`src/rtl/il_pkg.sv`:
```
package il_pkg;
  localparam int WORD_W   = 32;
  localparam int OPC_W    = 6;
  localparam int SEL_W    = 2;
  localparam int SUB_W    = 2;
  localparam int ESC_W    = 5;
  localparam int PFX_W    = WORD_W - OPC_W - SEL_W;
  localparam int INSN_W   = 2 * WORD_W;
  localparam logic [OPC_W-1:0] OP_LONG = OPC_W'(1);
  localparam logic [OPC_W-1:0] OP_ESC  = OPC_W'(9);
  localparam logic [ESC_W-1:0] ESC_PAT = 5'b10001;

  typedef enum logic [2:0] {
    CL_PLAIN  = 3'd0,
    CL_SCALAR = 3'd1,
    CL_SINGLE = 3'd2,
    CL_VECTOR = 3'd3,
    CL_RSVD   = 3'd4,
    CL_LONG   = 3'd5
  } cls_e;

  typedef enum logic [1:0] {
    AR_BASE = 2'd0,
    AR_X900 = 2'd1,
    AR_X200 = 2'd2,
    AR_LONG = 2'd3
  } area_e;

  typedef struct packed {
    logic [INSN_W-1:0] insn;
    logic              is64;
    cls_e              cls;
    logic [PFX_W-1:0]  pfx;
    area_e             area;
  } rec_t;
endpackage

```
`src/rtl/il_first_decode.sv`:
```
module il_first_decode
  import il_pkg::*;
(
  input  logic [OPC_W-1:0] opc,
  input  logic [SEL_W-1:0] sel,
  output logic             need_second,
  output area_e            area
);
  always_comb begin
    need_second = 1'b0;
    area        = AR_BASE;
    if (opc == OP_LONG) begin
      need_second = 1'b1;
      area        = AR_LONG;
    end else if (opc == OP_ESC) begin
      if (sel == '0) area = AR_X900;
      else           need_second = 1'b1;
    end
  end
endmodule

```
`src/rtl/il_pair_classify.sv`:
```
module il_pair_classify
  import il_pkg::*;
(
  input  logic [WORD_W-1:0] first,
  input  logic              b32,
  input  logic [ESC_W-1:0]  esc,
  input  logic [SUB_W-1:0]  sub,
  output cls_e              cls,
  output area_e             area,
  output logic [PFX_W-1:0]  pfx
);
  logic [OPC_W-1:0] opc;
  logic [SEL_W-1:0] sel;
  logic             pfx_nz;
  logic             esc_hit;

  assign opc     = first[WORD_W-1 -: OPC_W];
  assign sel     = first[SEL_W-1:0];
  assign pfx     = first[WORD_W-OPC_W-1 : SEL_W];
  assign pfx_nz  = |pfx;
  assign esc_hit = !b32 && (esc == ESC_PAT);

  always_comb begin
    cls  = CL_RSVD;
    area = AR_BASE;
    if (opc != OP_ESC) begin
      cls  = CL_LONG;
      area = AR_LONG;
    end else begin
      case (sel)
        2'b01: begin
          area = AR_BASE;
          cls  = pfx_nz ? CL_SINGLE : CL_SCALAR;
        end
        2'b11: begin
          area = AR_BASE;
          cls  = CL_VECTOR;
        end
        2'b10: begin
          if (esc_hit) begin
            area = AR_X900;
            case (sub)
              2'b01:   cls = CL_VECTOR;
              2'b00:   cls = pfx_nz ? CL_SINGLE : CL_RSVD;
              default: cls = CL_RSVD;
            endcase
          end else begin
            area = AR_X200;
            if (b32)         cls = CL_VECTOR;
            else if (pfx_nz) cls = CL_SINGLE;
            else             cls = CL_SCALAR;
          end
        end
        default: begin
          area = AR_X900;
          cls  = CL_PLAIN;
        end
      endcase
    end
  end
endmodule

```
`src/rtl/il_out_stage.sv`:
```
module il_out_stage #(
  parameter int REC_W = 8
) (
  input  logic             clk,
  input  logic             rst,
  input  logic             flush,
  input  logic             load,
  input  logic [REC_W-1:0] rec_in,
  input  logic             take,
  output logic             valid,
  output logic [REC_W-1:0] rec_out
);
  always_ff @(posedge clk) begin
    if (rst || flush) begin
      valid <= 1'b0;
    end else if (load) begin
      valid <= 1'b1;
    end else if (take) begin
      valid <= 1'b0;
    end
  end

  always_ff @(posedge clk) begin
    if (rst) begin
      rec_out <= '0;
    end else if (load && !flush) begin
      rec_out <= rec_in;
    end
  end
endmodule

```
`src/rtl/insn_len_classifier.sv`:
```
module insn_len_classifier
  import il_pkg::*;
(
  input  logic              clk,
  input  logic              rst,
  input  logic              flush,
  input  logic              in_valid,
  output logic              in_ready,
  input  logic [WORD_W-1:0] in_word,
  output logic              out_valid,
  input  logic              out_ready,
  output logic [INSN_W-1:0] out_insn,
  output logic              out_is64,
  output logic [2:0]        out_class,
  output logic [PFX_W-1:0]  out_prefix,
  output logic [1:0]        out_area
);
  localparam int REC_W = $bits(rec_t);

  logic              holding;
  logic [WORD_W-1:0] hold_word;
  logic              accept;
  logic              need_second;
  logic              load_out;
  area_e             area_one;
  cls_e              cls_two;
  area_e             area_two;
  logic [PFX_W-1:0]  pfx_two;
  rec_t              rec_next;
  rec_t              rec_q;
  logic [REC_W-1:0]  rec_bits;

  assign in_ready = !flush && (!out_valid || out_ready);
  assign accept   = in_valid && in_ready;

  il_first_decode u_first (
    .opc         (in_word[WORD_W-1 -: OPC_W]),
    .sel         (in_word[SEL_W-1:0]),
    .need_second (need_second),
    .area        (area_one)
  );

  il_pair_classify u_pair (
    .first (hold_word),
    .b32   (in_word[WORD_W-1]),
    .esc   (in_word[WORD_W-2 -: ESC_W]),
    .sub   (in_word[SUB_W-1:0]),
    .cls   (cls_two),
    .area  (area_two),
    .pfx   (pfx_two)
  );

  assign load_out = accept && (holding || !need_second);

  always_comb begin
    if (holding) begin
      rec_next.insn = {hold_word, in_word};
      rec_next.is64 = 1'b1;
      rec_next.cls  = cls_two;
      rec_next.pfx  = pfx_two;
      rec_next.area = area_two;
    end else begin
      rec_next.insn = {in_word, {WORD_W{1'b0}}};
      rec_next.is64 = 1'b0;
      rec_next.cls  = CL_PLAIN;
      rec_next.pfx  = '0;
      rec_next.area = area_one;
    end
  end

  always_ff @(posedge clk) begin
    if (rst || flush) begin
      holding <= 1'b0;
    end else if (accept) begin
      holding <= !holding && need_second;
    end
  end

  always_ff @(posedge clk) begin
    if (rst) begin
      hold_word <= '0;
    end else if (accept && !holding && need_second) begin
      hold_word <= in_word;
    end
  end

  il_out_stage #(.REC_W(REC_W)) u_out (
    .clk     (clk),
    .rst     (rst),
    .flush   (flush),
    .load    (load_out),
    .rec_in  (rec_next),
    .take    (out_ready),
    .valid   (out_valid),
    .rec_out (rec_bits)
  );

  assign rec_q      = rec_t'(rec_bits);
  assign out_insn   = rec_q.insn;
  assign out_is64   = rec_q.is64;
  assign out_class  = rec_q.cls;
  assign out_prefix = rec_q.pfx;
  assign out_area   = rec_q.area;
endmodule

```
`config.mk`:
```
export PLATFORM = sky130hd
export DESIGN_NAME = insn_len_classifier
export DESIGN_NICKNAME = d
export VERILOG_FILES = /design/src/rtl/il_pkg.sv /design/src/rtl/il_first_decode.sv /design/src/rtl/il_pair_classify.sv /design/src/rtl/il_out_stage.sv /design/src/rtl/insn_len_classifier.sv
export SDC_FILE = /design/constraint.sdc
export NUM_CORES = 1
export LEC_CHECK = 0
export BUFFER_PORTS_ARGS = -buffer_cell sky130_fd_sc_hd__buf_4
export CAP_MARGIN = 20
export CORE_ASPECT_RATIO = 0.7
export CORE_MARGIN = 8
export CORE_UTILIZATION = 48
export DETAILED_ROUTE_END_ITERATION = 10
export PLACE_DENSITY = 0.75
export SYNTH_ARGS = -nofsm -noshare
export SYNTH_HDL_FRONTEND = slang
export SYNTH_SLANG_ARGS = --single-unit
```
`constraint.sdc`:
```
create_clock -name clk -period 1.56 [get_ports clk]
set_input_delay 0.312 -clock clk [delete_from_list [all_inputs] [get_ports clk]]
set_output_delay 0.312 -clock clk [all_outputs]
set_load 0.02 [all_outputs]
```
==> results.md, run 1 <==
* Core footprint at 10900 um2
* Largest family of logic cells by synthesized area: simple AND/OR/NAND/NOR gates
* HP Class: in -> reg
* Worst setup startpoint: hold_word[5]$_SDFFE_PP0P_
* Xor/xnor share of the synthesized area at 0
* Leak pwr at 3.50 nW
* Peak fanout along the critical path at 2
* Reg2reg setup slack at -0.26 ns
* Adder-cell share of the synthesized area at 0
* Post-synthesis net count at ~630
* H-tree depth reported by CTS at 4
* Die Span Y at 104 um
* Fin Clk Skew at between 0.01 and 0.015 ns
* Clk root buf: clkbuf_16
* Die ar. at 14700 um2
* Pwr Total at 0.00895 W
* RePlAce Congestion at 0.886
* Setup violations, final at 107
* Worst EP arrival at 2.13 ns
* Fillcell total at 540
* CTS Buffer Depth at 2
* Overflow after GRT at 0
* Crit end category: register
* Combinational share of power at 0.132
* Startpoint types: register
* Total GRT Usage at 0.227
* Final worst setup slack at -0.264 ns
* Post-synthesis compound-gate area fraction at 0.185
* Synth-to-layout area growth at 69.7%
* Fin area at roughly 9000 um2
* Number of global-route vias before repair at approximately 5300
* First-pass GRT wire length at 27.1 mm
* Pre-CTS setup slack at -0.369 ns
* Ys async rst share at 0
* Starting DRT DRC Count at 618
* Hold Slack at 0.156 ns
* IO Count at 133
* Mux contribution to synthesized area at 0.0588
* Worst skew pair latency at approximately 0.43 ns
* Unrepaired setup endpoints after global routing: yes
* Rows at 32
* CP Class: reg -> reg
* Slew Limit Fails at 0
* RR Startpoint: hold_word[5]$_SDFFE_PP0P_
* Die width at ~140 um
* P_sw at 0.00224 W
* Total wire length at 21.9 mm
* DRC at 0
* TritonCTS clock tree: done
* Leading area contributor after synthesis: dfxtp_1
* Max-slew headroom at 0.637
* Top_reg_cell synth: dfxtp_1
* Synth area leaders: dfxtp_1 49%, nand2_1 8.2%, a21oi_1 7.4%
* Clock Power Share at 0.488
* Worst Path Required at 1.87 ns
* Syn Std Cell Area at 5280 um2
* Average wire per standard cell at 22.9 um
* Via Count at 5737
* Int Pwr at 0.00670 W
* Yosys Warn Count at 0
* Sum of negative setup slack at -9.56 ns
* Hold Startpoint: in_word[19]
* Ant diodes at 0
* Cells after Synth at 596
* Fraction of power spent switching nets at 0.251
* Synthesis-stage register bit count at ~130
* Initial antenna violation count at 0
* Simple-gate share of the synthesized area at 0.222
* Violated checks: negative setup slack
* Average cell area after synthesis at 8.86 um2
* DRT Pass-1 Iters at 6
* Clock transition at path regs at 0.05 ns
* Final min period at 1.82 ns
* Worst-margin pin slew at 0.544 ns
* Cts bufs inserted at 17
* Final cycle utilization of the critical path at 1.17
* Layout Nets at approximately 830
* Max Cap Viol at 0
* Pwr/cell area at 998 nW/um2
* Starting Density at 0.487
* Distinct cells, synth at 43
* Reg power frac at 0.380
* Sequential element share of the synthesized area at 0.485
* Hold Violations, Final at 0
* Maximum vdd drop at about 700 uV
* Fmax at 548 MHz
* Placed Area at 6760 um2
* EDFF count, synth at 0
* Port buffer count at 132
* Synth top area share at 0.485
* Largest net degree at the start of global routing at 95
* Clk sinks at 128
* Share of layout cells above drive strength 1 at 0.574
* Outcome: finished with violations
* Final ANT Viol Nets at 0
* Final HPWL DP at 10.7 mm
* Vias per cell at roughly 6
power groups by stage:
stage | Combinational, W | Sequential, W | Clock, W
2_1_floorplan | 0.000357 | 0.00352 | 0
3_3_place_gp | 0.000771 | 0.00345 | 0
3_5_place_dp | 0.000787 | 0.00345 | 0
4_1_cts | 0.000871 | 0.00338 | 0.00432
5_1_grt | 0.00122 | 0.00340 | 0.00454
6_report | 0.00118 | 0.00340 | 0.00436
flip-flops by register name, indices dropped and copies added (netlist names):
register and cells:
hold_word 32, holding 1, u_out.rec_out 94, u_out.valid 1
kinds of logic after synthesis:
family                 Yosys count
multiplexers                    31
buffers and inverters           51
AO/OA/AOI/OAI                  134
AND/OR/NAND/NOR                252
flip-flops                     128
per-layer routing:
metal	GRT usage	vias up	part of all wire
met5	0	-	0
met4	0.0963	0	0.044
met3	0.0692	97	0.094
met2	0.370	368	0.48
met1	0.271	2800	0.38
li1	-	2472	-
worst max-delay path: stages, from the launching register on:
cell and delay [ns]:
dfxtp_2 0.34, nor4_4 0.35, buf_4 0.17, nand4_1 0.17
or2_1 0.32, buf_4 0.16, a21oi_2 0.13, o31ai_1 0.08
cells in the mapped netlist, drive strengths merged (2+ instances only):
master and number:
clkbuf 30, nand3 58, nand2 116, nor2b 4, nor4 8, nor3 4, nand4 2, a211oi 32
and2 4, mux2i 31, nand3b 5, nor2 41, nor4b 2, buf 21, o21ai 4, a21oi 89
nand2b 3, dfxtp 128
per-stage QoR:
stage	util	std cells
after floorplan	-	596
after global placement	0.623	888
after detailed placement	0.623	888
after CTS	0.705	931
after global routing	0.826	956
final	0.826	956
final cells by class:
type	count	area [um2]	share of cell area
multi-input combinational	418	3350	0.374
sequential	128	2570	0.287
timing repair buffer	225	2210	0.247
clock buffer	22	484	0.0540
tap	153	191	0.0214
clock inverter	10	155	0.0173
timing repair:
action | 4_1_cts | 5_1_grt
buffers inserted | 6 | 9
gates resized for setup | 21 | 234
endpoints found under the hold margin | 0 | 0
hold buffers | 0 | 0
setup endpoints to repair | 24 | 129
cloned | 5 | 17
pin swaps | 11 | 114
placed cells by master, fill, tap and decap left out, types with 2 or more instances in the layout:
cell type  Yosys  layout
and2_1         4       4
nor2b_1        3       3
nor2_2         0       9
clkinv_2       0       4
a21bo_4        0       2
dfxtp_1      128     124
nand2_2        0       6
a21oi_1       78      18
nor2_1        41      20
nor2_4         0      12
bufinv_16      0       4
buf_12         0      12
mux2i_1       31      31
nor3_2         0       2
a211oi_2      30      31
nand2b_1       2       2
nand3b_1       5       5
a21oi_2       11      70
nand2_1      116      58
clkbuf_16      0      31
o21ai_0        3       3
buf_8          0       2
nor3_1         4       2
nor4_1         7       3
buf_16         0       3
dfxtp_2        0       3
clkbuf_8       0       4
nor4_4         1       3
nand4_1        2       2
nand3_1       57      56
nand2_4        0      52
buf_4         11     180
buf_6          3      14
nor4_2         0       2
final timing paths:
path / to / cells past startpoint
setup / recovery: u_out.rec_out[27]$_SDFFE_PP0P_ / 7
hold reg to reg: u_out.rec_out[30]$_SDFFE_PP0P_ / 2
hold / removal: hold_word[19]$_SDFFE_PP0P_ / 3
setup reg to reg: u_out.rec_out[27]$_SDFFE_PP0P_ / 7
Power figures use the tool's default switching activity.
==> inputs of run 2 (changes only) <==
--- a/config.mk
+++ b/config.mk
@@ -9,9 +9,10 @@
 export CAP_MARGIN = 20
 export CORE_ASPECT_RATIO = 0.7
 export CORE_MARGIN = 8
-export CORE_UTILIZATION = 48
+export CORE_UTILIZATION = 50
+export CTS_BUF_LIST = sky130_fd_sc_hd__clkbuf_2 sky130_fd_sc_hd__clkbuf_4 sky130_fd_sc_hd__clkbuf_8
 export DETAILED_ROUTE_END_ITERATION = 10
-export PLACE_DENSITY = 0.75
+export PLACE_DENSITY = 0.78
 export SYNTH_ARGS = -nofsm -noshare
 export SYNTH_HDL_FRONTEND = slang
 export SYNTH_SLANG_ARGS = --single-unit
==> results.md, run 2 (synthesized netlist as in run 1, its figures left out) <==
* Final min period at 1.65 ns (-0.178 ns)
* Final HPWL DP at 10.8 mm (+0.23%)
* Worst Path Required at 1.88 ns (about the same)
* CP bufs+invs at 4 (+2)
* H-tree depth reported by CTS at 4 (unchanged)
* Final cycle utilization of the critical path at 1.06 (-0.114)
* Final worst setup slack at -0.0862 ns (+0.178 ns)
* Die Span Y at 102 um (-1.7%)
* Hold Violations, Final at 0 (unchanged)
* Ant diodes at 0 (unchanged)
* Top Registers: u_out.rec_out (94), hold_word (32)
* Clk sinks at 128 (unchanged)
* Fin Clk Skew at 0.0124 ns (+0.00178 ns)
* Slew Limit Fails at 0 (unchanged)
* Critical Path Most Common Cell: buf_12
* Most frequent cells in the layout: 174 x buf_4, 125 x dfxtp_1, 102 x nand2_1
* Initial antenna violation count at 0 (unchanged)
* Port buffer count at 132 (unchanged)
* Startpoint types: register
* CP max stage cell: dfxtp_2
* Core footprint at 10300 um2 (-4.9%)
* Max Cap Viol at 0 (unchanged)
* IO Count at 133 (unchanged)
* Leak pwr at 2.87 nW (-18%)
* Pwr Total at 0.00722 W (-19%)
* Maximum vdd drop at 889 uV (+30%)
* Worst-path cell chain: nor2b_4, nor3b_4, a21boi_4, buf_12, buf_12, buf_16, buf_6, a211oi_2
* Violated checks: negative setup slack
* CTS Buffer Depth at 2 (unchanged)
* Unrepaired setup endpoints after global routing: yes
* Total GRT Usage at 0.238 (+0.0108)
* Top delay family on crit path: buffers and inverters
* Crit end category: register
* Clk root buf: clkbuf_8
* DRT Pass-1 Iters at 5 (-1)
* Fin area at 7520 um2 (-16%)
* HP Class: in -> reg
* TritonCTS clock tree: done
* Pre-CTS setup slack at -0.250 ns (+0.119 ns)
* Clock transition at path regs at 0.08 ns (+0.03 ns)
* First-pass GRT wire length at 26.9 mm (-0.51%)
* Max-slew headroom at 0.675 (+0.0385)
* Layout Nets at 801 (-3.1%)
* Final ANT Viol Nets at 0 (unchanged)
* Vias per cell at 5.68 (-5.4%)
* Top reg by flops: u_out.rec_out
* Die width at 139 um (-1.8%)
* Fmax at 607 MHz (+11%)
* Outcome: finished with violations
* Total wire length at 16.9 mm (-23%)
* Synth-to-layout area growth at 42.4%
* Worst-margin pin slew at 0.487 ns (-0.0577 ns)
* Average wire per standard cell at 18.6 um (-19%)
* RePlAce Congestion at 0.858 (-3.1%)
* Setup violations, final at 67 (-37%)
* Starting Density at 0.512 (+0.0251)
* Peak fanout along the critical path at 6 (+4)
* Largest net degree at the start of global routing at 95 (unchanged)
* Rows at 31 (-3.1%)
* Placed Area at 6720 um2 (-0.54%)
* Overflow after GRT at 0 (unchanged)
* Cts bufs inserted at 17 (unchanged)
* Pwr/cell area at 960 nW/um2 (-3.8%)
* Max FFs per register at 94 (unchanged)
* Sum of negative setup slack at -1.09 ns (+8.46 ns)
* Die ar. at 14200 um2 (-3.5%)
* Most common cell after layout, fill and taps aside: buf_4
* Number of global-route vias before repair at 5172 (-1.7%)
* Worst EP arrival at 1.96 ns (-0.17 ns)
* Starting DRT DRC Count at 514 (-17%)
* Share of layout cells above drive strength 1 at 0.409 (-0.165)
* DRC at 0 (unchanged)
* Worst skew pair latency at 0.44 ns (about the same)
* Max stage delay on crit path at 0.32 ns (-0.03 ns)
* Via Count at 5161 (-10%)
* CP Class: reg -> reg
run 2: cell count changes in the layout (fill, tap and decap cells not counted), moves of 7 or more:
cell | previous run | this run
a21oi_1 | 18 | 74
nor2_4 | 12 | 1
buf_6 | 14 | 7
nand2_4 | 52 | 2
nor2_1 | 20 | 33
nand2_1 | 58 | 102
clkbuf_8 | 4 | 17
clkbuf_16 | 31 | 2
a21oi_2 | 70 | 15
run 2: layer usage:
metal  global-route usage  vias up  share of wire
met5                    0        -              0
met3               0.0714       37          0.080
met2                0.389      215           0.46
li1                     -     2409              -
met4               0.0924        0          0.021
met1                0.292     2500           0.43
run 2: power by group:
part	internal, W	leakage, nW	switching (W)	total, W
Combinational	0.000388	1.63	0.000508	0.000896
Clock	0.00159	0.203	0.00135	0.00295
Sequential	0.00333	1.04	0.0000443	0.00338
Total	0.00531	2.87	0.00191	0.00722
run 2: worst min-delay path, stage by stage:
cell     delay [ns]
buf_4          0.12
nand2_1        0.05
a21oi_1        0.05
run 2: final cells by class:
| cell class | count | area, um2 |
|---|---|---|
| Tap cell | 132 | 165 |
| Sequential cell | 128 | 2570 |
| Fill cell | 719 | 2800 |
| Clock inverter | 14 | 165 |
| Clock buffer | 18 | 241 |
| Multi-Input combinational cell | 417 | 2610 |
| Timing Repair Buffer | 200 | 1770 |
run 2: final timing paths:
kind,from,endpoint,slack [ns],cells past startpoint
setup / recovery,u_out.valid$_SDFFE_PP0P_,u_out.rec_out[89]$_SDFFE_PP0P_,-0.09,8
hold / removal,in_word[24],hold_word[24]$_SDFFE_PP0P_,0.14,3
setup reg to reg,u_out.valid$_SDFFE_PP0P_,u_out.rec_out[89]$_SDFFE_PP0P_,-0.09,8
hold reg to reg,u_out.rec_out[43]$_SDFFE_PP0P_,u_out.rec_out[43]$_SDFFE_PP0P_,0.46,2
run 2: stage by stage:
stage,util,hold WS [ns],std cells
2_1_floorplan,-,0.384,596
3_3_place_gp,0.651,0.438,864
3_5_place_dp,0.651,0.449,864
4_1_cts,0.724,0.121,910
5_1_grt,0.729,0.116,909
6_report,0.729,0.137,909
run 2: timing repair:
item | CTS | global route
resized for setup | 26 | 32
pin swaps | 14 | 21
setup buffers | 9 | 1
hold buffers | 0 | 0
cloned | 5 | 2
setup endpoints to repair | 65 | 129
==> inputs of run 3 (changes only) <==
--- a/config.mk
+++ b/config.mk
@@ -9,10 +9,11 @@
 export CAP_MARGIN = 20
 export CORE_ASPECT_RATIO = 0.7
 export CORE_MARGIN = 8
-export CORE_UTILIZATION = 50
+export CORE_UTILIZATION = 52
 export CTS_BUF_LIST = sky130_fd_sc_hd__clkbuf_2 sky130_fd_sc_hd__clkbuf_4 sky130_fd_sc_hd__clkbuf_8
 export DETAILED_ROUTE_END_ITERATION = 10
 export PLACE_DENSITY = 0.78
 export SYNTH_ARGS = -nofsm -noshare
 export SYNTH_HDL_FRONTEND = slang
+export SYNTH_HIERARCHICAL = 1
 export SYNTH_SLANG_ARGS = --single-unit
==> results.md, run 3 <==
* Outcome: finished with violations
* Violated checks: negative setup slack
* Maximum vdd drop at 559 uV (-37%)
* Max Cap Viol at 0 (unchanged)
* Slew Limit Fails at 0 (unchanged)
* Ant diodes at 0 (unchanged)
* Final ANT Viol Nets at 0 (unchanged)
* Fin Clk Skew at 0.0112 ns (-0.00126 ns)
* Worst skew pair latency at 0.45 ns (about the same)
* Ys async rst share at 0 (unchanged)
* Worst Path Required at 1.91 ns (+0.03 ns)
* Reg2Reg Depth at 7 (-1)
* Synth-to-layout area growth at 42.0%
* First-pass GRT wire length at 34.8 mm (+29%)
* DRC at 0 (unchanged)
* Sequential element share of the synthesized area at 0.363 (-0.122)
* Distinct cells, synth at 43 (unchanged)
* Overflow after GRT at 0 (unchanged)
* Final worst setup slack at -0.240 ns (-0.154 ns)
* Max FFs per register at 94 (unchanged)
* Starting DRT DRC Count at 656 (+28%)
* Initial antenna violation count at 0 (unchanged)
* Top Registers: u_out/rec_out (94), hold_word (32)
* CP Class: in -> reg
* Average cell area after synthesis at 9.48 um2 (+7.0%)
* Cells after Synth at 745 (+25%)
* Leading area contributor after synthesis: dfxtp_1
* Max-slew headroom at 0.518 (-0.158)
* Most instantiated cells after synthesis: 158 x nand2b_1, 128 x dfxtp_1, 94 x nand4bb_1, 89 x o21ai_1, 59 x and2_1
* TritonCTS clock tree: done
* Final HPWL DP at 12.7 mm (+18%)
* Port buffer count at 132 (unchanged)
* IO Count at 133 (unchanged)
* Starting Density at 0.534 (+0.0223)
* Clock transition at path regs at 0.07 ns (about the same)
* CTS Buffer Depth at 2 (unchanged)
* Post-synthesis net count at 782 (+24%)
* Crit end category: register
* Most common cell after layout, fill and taps aside: buf_4
* Leak pwr at 3.91 nW (+36%)
* H-tree depth reported by CTS at 4 (unchanged)
* Peak fanout along the critical path at 8 (+2)
* HP Class: in -> reg
* Hold Path Cell Cnt at 3 (unchanged)
* RePlAce Congestion at 0.823 (-4.1%)
* Startpoint types: input port
* Pwr/cell area at 746 nW/um2 (-22%)
* Die ar. at 17600 um2 (+25%)
* Final min period at 1.80 ns (+0.154 ns)
* Top reg by flops: u_out/rec_out
* Yosys Warn Count at 6 (+6)
* Clk sinks at 128 (unchanged)
* Synthesis-stage register bit count at 128 (unchanged)
* Fillcell total at 871 (+21%)
* Layout Nets at 941 (+17%)
* Total GRT Usage at 0.247 (+0.00900)
* Hold Violations, Final at 0 (unchanged)
* Share of layout cells above drive strength 1 at 0.412 (+0.00295)
* Die Span Y at 114 um (+11%)
* Synth top area share at 0.363 (-0.122)
* Syn Std Cell Area at 7060 um2 (+34%)
* Average wire per standard cell at 21.8 um (+17%)
* Core Util, Final at 0.759 (+0.0297)
* Total wire length at 24.0 mm (+42%)
* Fmax at 556 MHz (-8.6%)
* Top_reg_cell synth: dfxtp_1
* Synth area leaders: dfxtp_1 36%, nand4bb_1 15%, nand2b_1 14%
* DRT Pass-1 Iters at 7 (+2)
* Setup violations, final at 127 (+90%)
* Rows at 35 (+13%)
* Most frequent cells in the layout: 182 x buf_4, 158 x nand2b_1, 124 x dfxtp_1
* Die width at 155 um (+12%)
* Largest net degree at the start of global routing at 85 (-11%)
* Cts bufs inserted at 17 (unchanged)
* Final cycle utilization of the critical path at 1.15 (+0.0987)
* Worst-margin pin slew at 0.723 ns (+0.236 ns)
* Worst EP arrival at 2.15 ns (+0.19 ns)
* EDFF count, synth at 0 (unchanged)
* Top-count cell post-synth: nand2b_1
* Pwr Total at 0.00748 W (+3.6%)
* Vias per cell at 5.84 (+2.9%)
* Clk root buf: clkbuf_8
* Number of global-route vias before repair at 6366 (+23%)
* Unrepaired setup endpoints after global routing: yes
* Via Count at 6438 (+25%)
* Core footprint at 13200 um2 (+28%)
-- run 3: worst paths after layout --
kind / start / endpoint / slack (ns)
min reg2reg: u_out/rec_out[44]$_SDFFE_PP0P_ / u_out/rec_out[44]$_SDFFE_PP0P_ / 0.47
min: in_word[10] / hold_word[10]$_SDFFE_PP0P_ / 0.15
max: in_word[31] / hold_word[28]$_SDFFE_PP0P_ / -0.24
max reg2reg: hold_word[21]$_SDFFE_PP0P_ / u_out/rec_out[28]$_SDFFE_PP0P_ / -0.23
-- run 3: worst max-delay path, cell delays in order --
cell and delay (ns):
buf_6 0.10, or4b_4 0.54, a211oi_2 0.16, nor2b_4 0.18, nor4b_4 0.25, buf_6 0.18, buf_12 0.16, mux2i_1 0.26
-- run 3: layer usage --
| layer | share of wire | vias up | global-route usage |
|---|---|---|---|
| met1 | 0.42 | 3141 | 0.303 |
| met4 | 0.020 | 0 | 0.0722 |
| met2 | 0.47 | 320 | 0.410 |
| met5 | 0 | - | 0 |
| li1 | - | 2922 | - |
| met3 | 0.088 | 55 | 0.0744 |
-- run 3: cell type report --
class                           count  area [um2]  area share
Sequential cell                   128        2570       0.256
Timing Repair Buffer              235        2440       0.243
Clock buffer                       22         284      0.0283
Multi-Input combinational cell    519        4370       0.435
Inverter                            3        11.3     0.00112
Clock inverter                     10         134      0.0133
Tap cell                          185         231      0.0231
-- run 3: timing repair --
item	4_1_cts	5_1_grt
hold buffers	0	0
buffers inserted	14	4
resized for setup	95	28
setup endpoints to repair	128	128
cloned	16	12
pin swaps	59	12
-- run 3: per-stage QoR --
step / std cells / area (um2) / setup TNS [ns] / hold slack, ns / worst slack [ns]
2_1_floorplan: 745 / 7070 / -41.76 / 0.385 / -0.439
3_3_place_gp: 1028 / 8320 / -78.52 / 0.453 / -0.647
3_5_place_dp: 1028 / 8320 / -89.82 / 0.457 / -0.754
4_1_cts: 1088 / 9600 / -14.00 / 0.141 / -0.173
5_1_grt: 1102 / 10000 / -24.35 / 0.128 / -0.297
6_report: 1102 / 10000 / -21.02 / 0.153 / -0.240
-- run 3: power breakdown --
part	total, W	internal (W)	switching (W)
Sequential	0.00332	0.00330	0.0000221
Combinational	0.00107	0.000581	0.000485
Clock	0.00309	0.00171	0.00138
Total	0.00748	0.00559	0.00189
-- run 3: cell families after synthesis --
kind of cell,share of synthesized area
buffers and inverters,0.0793
and+or+nand+nor,0.374
muxes,0.0995
DFF,0.363
AOI/OAI and AO/OA,0.0841
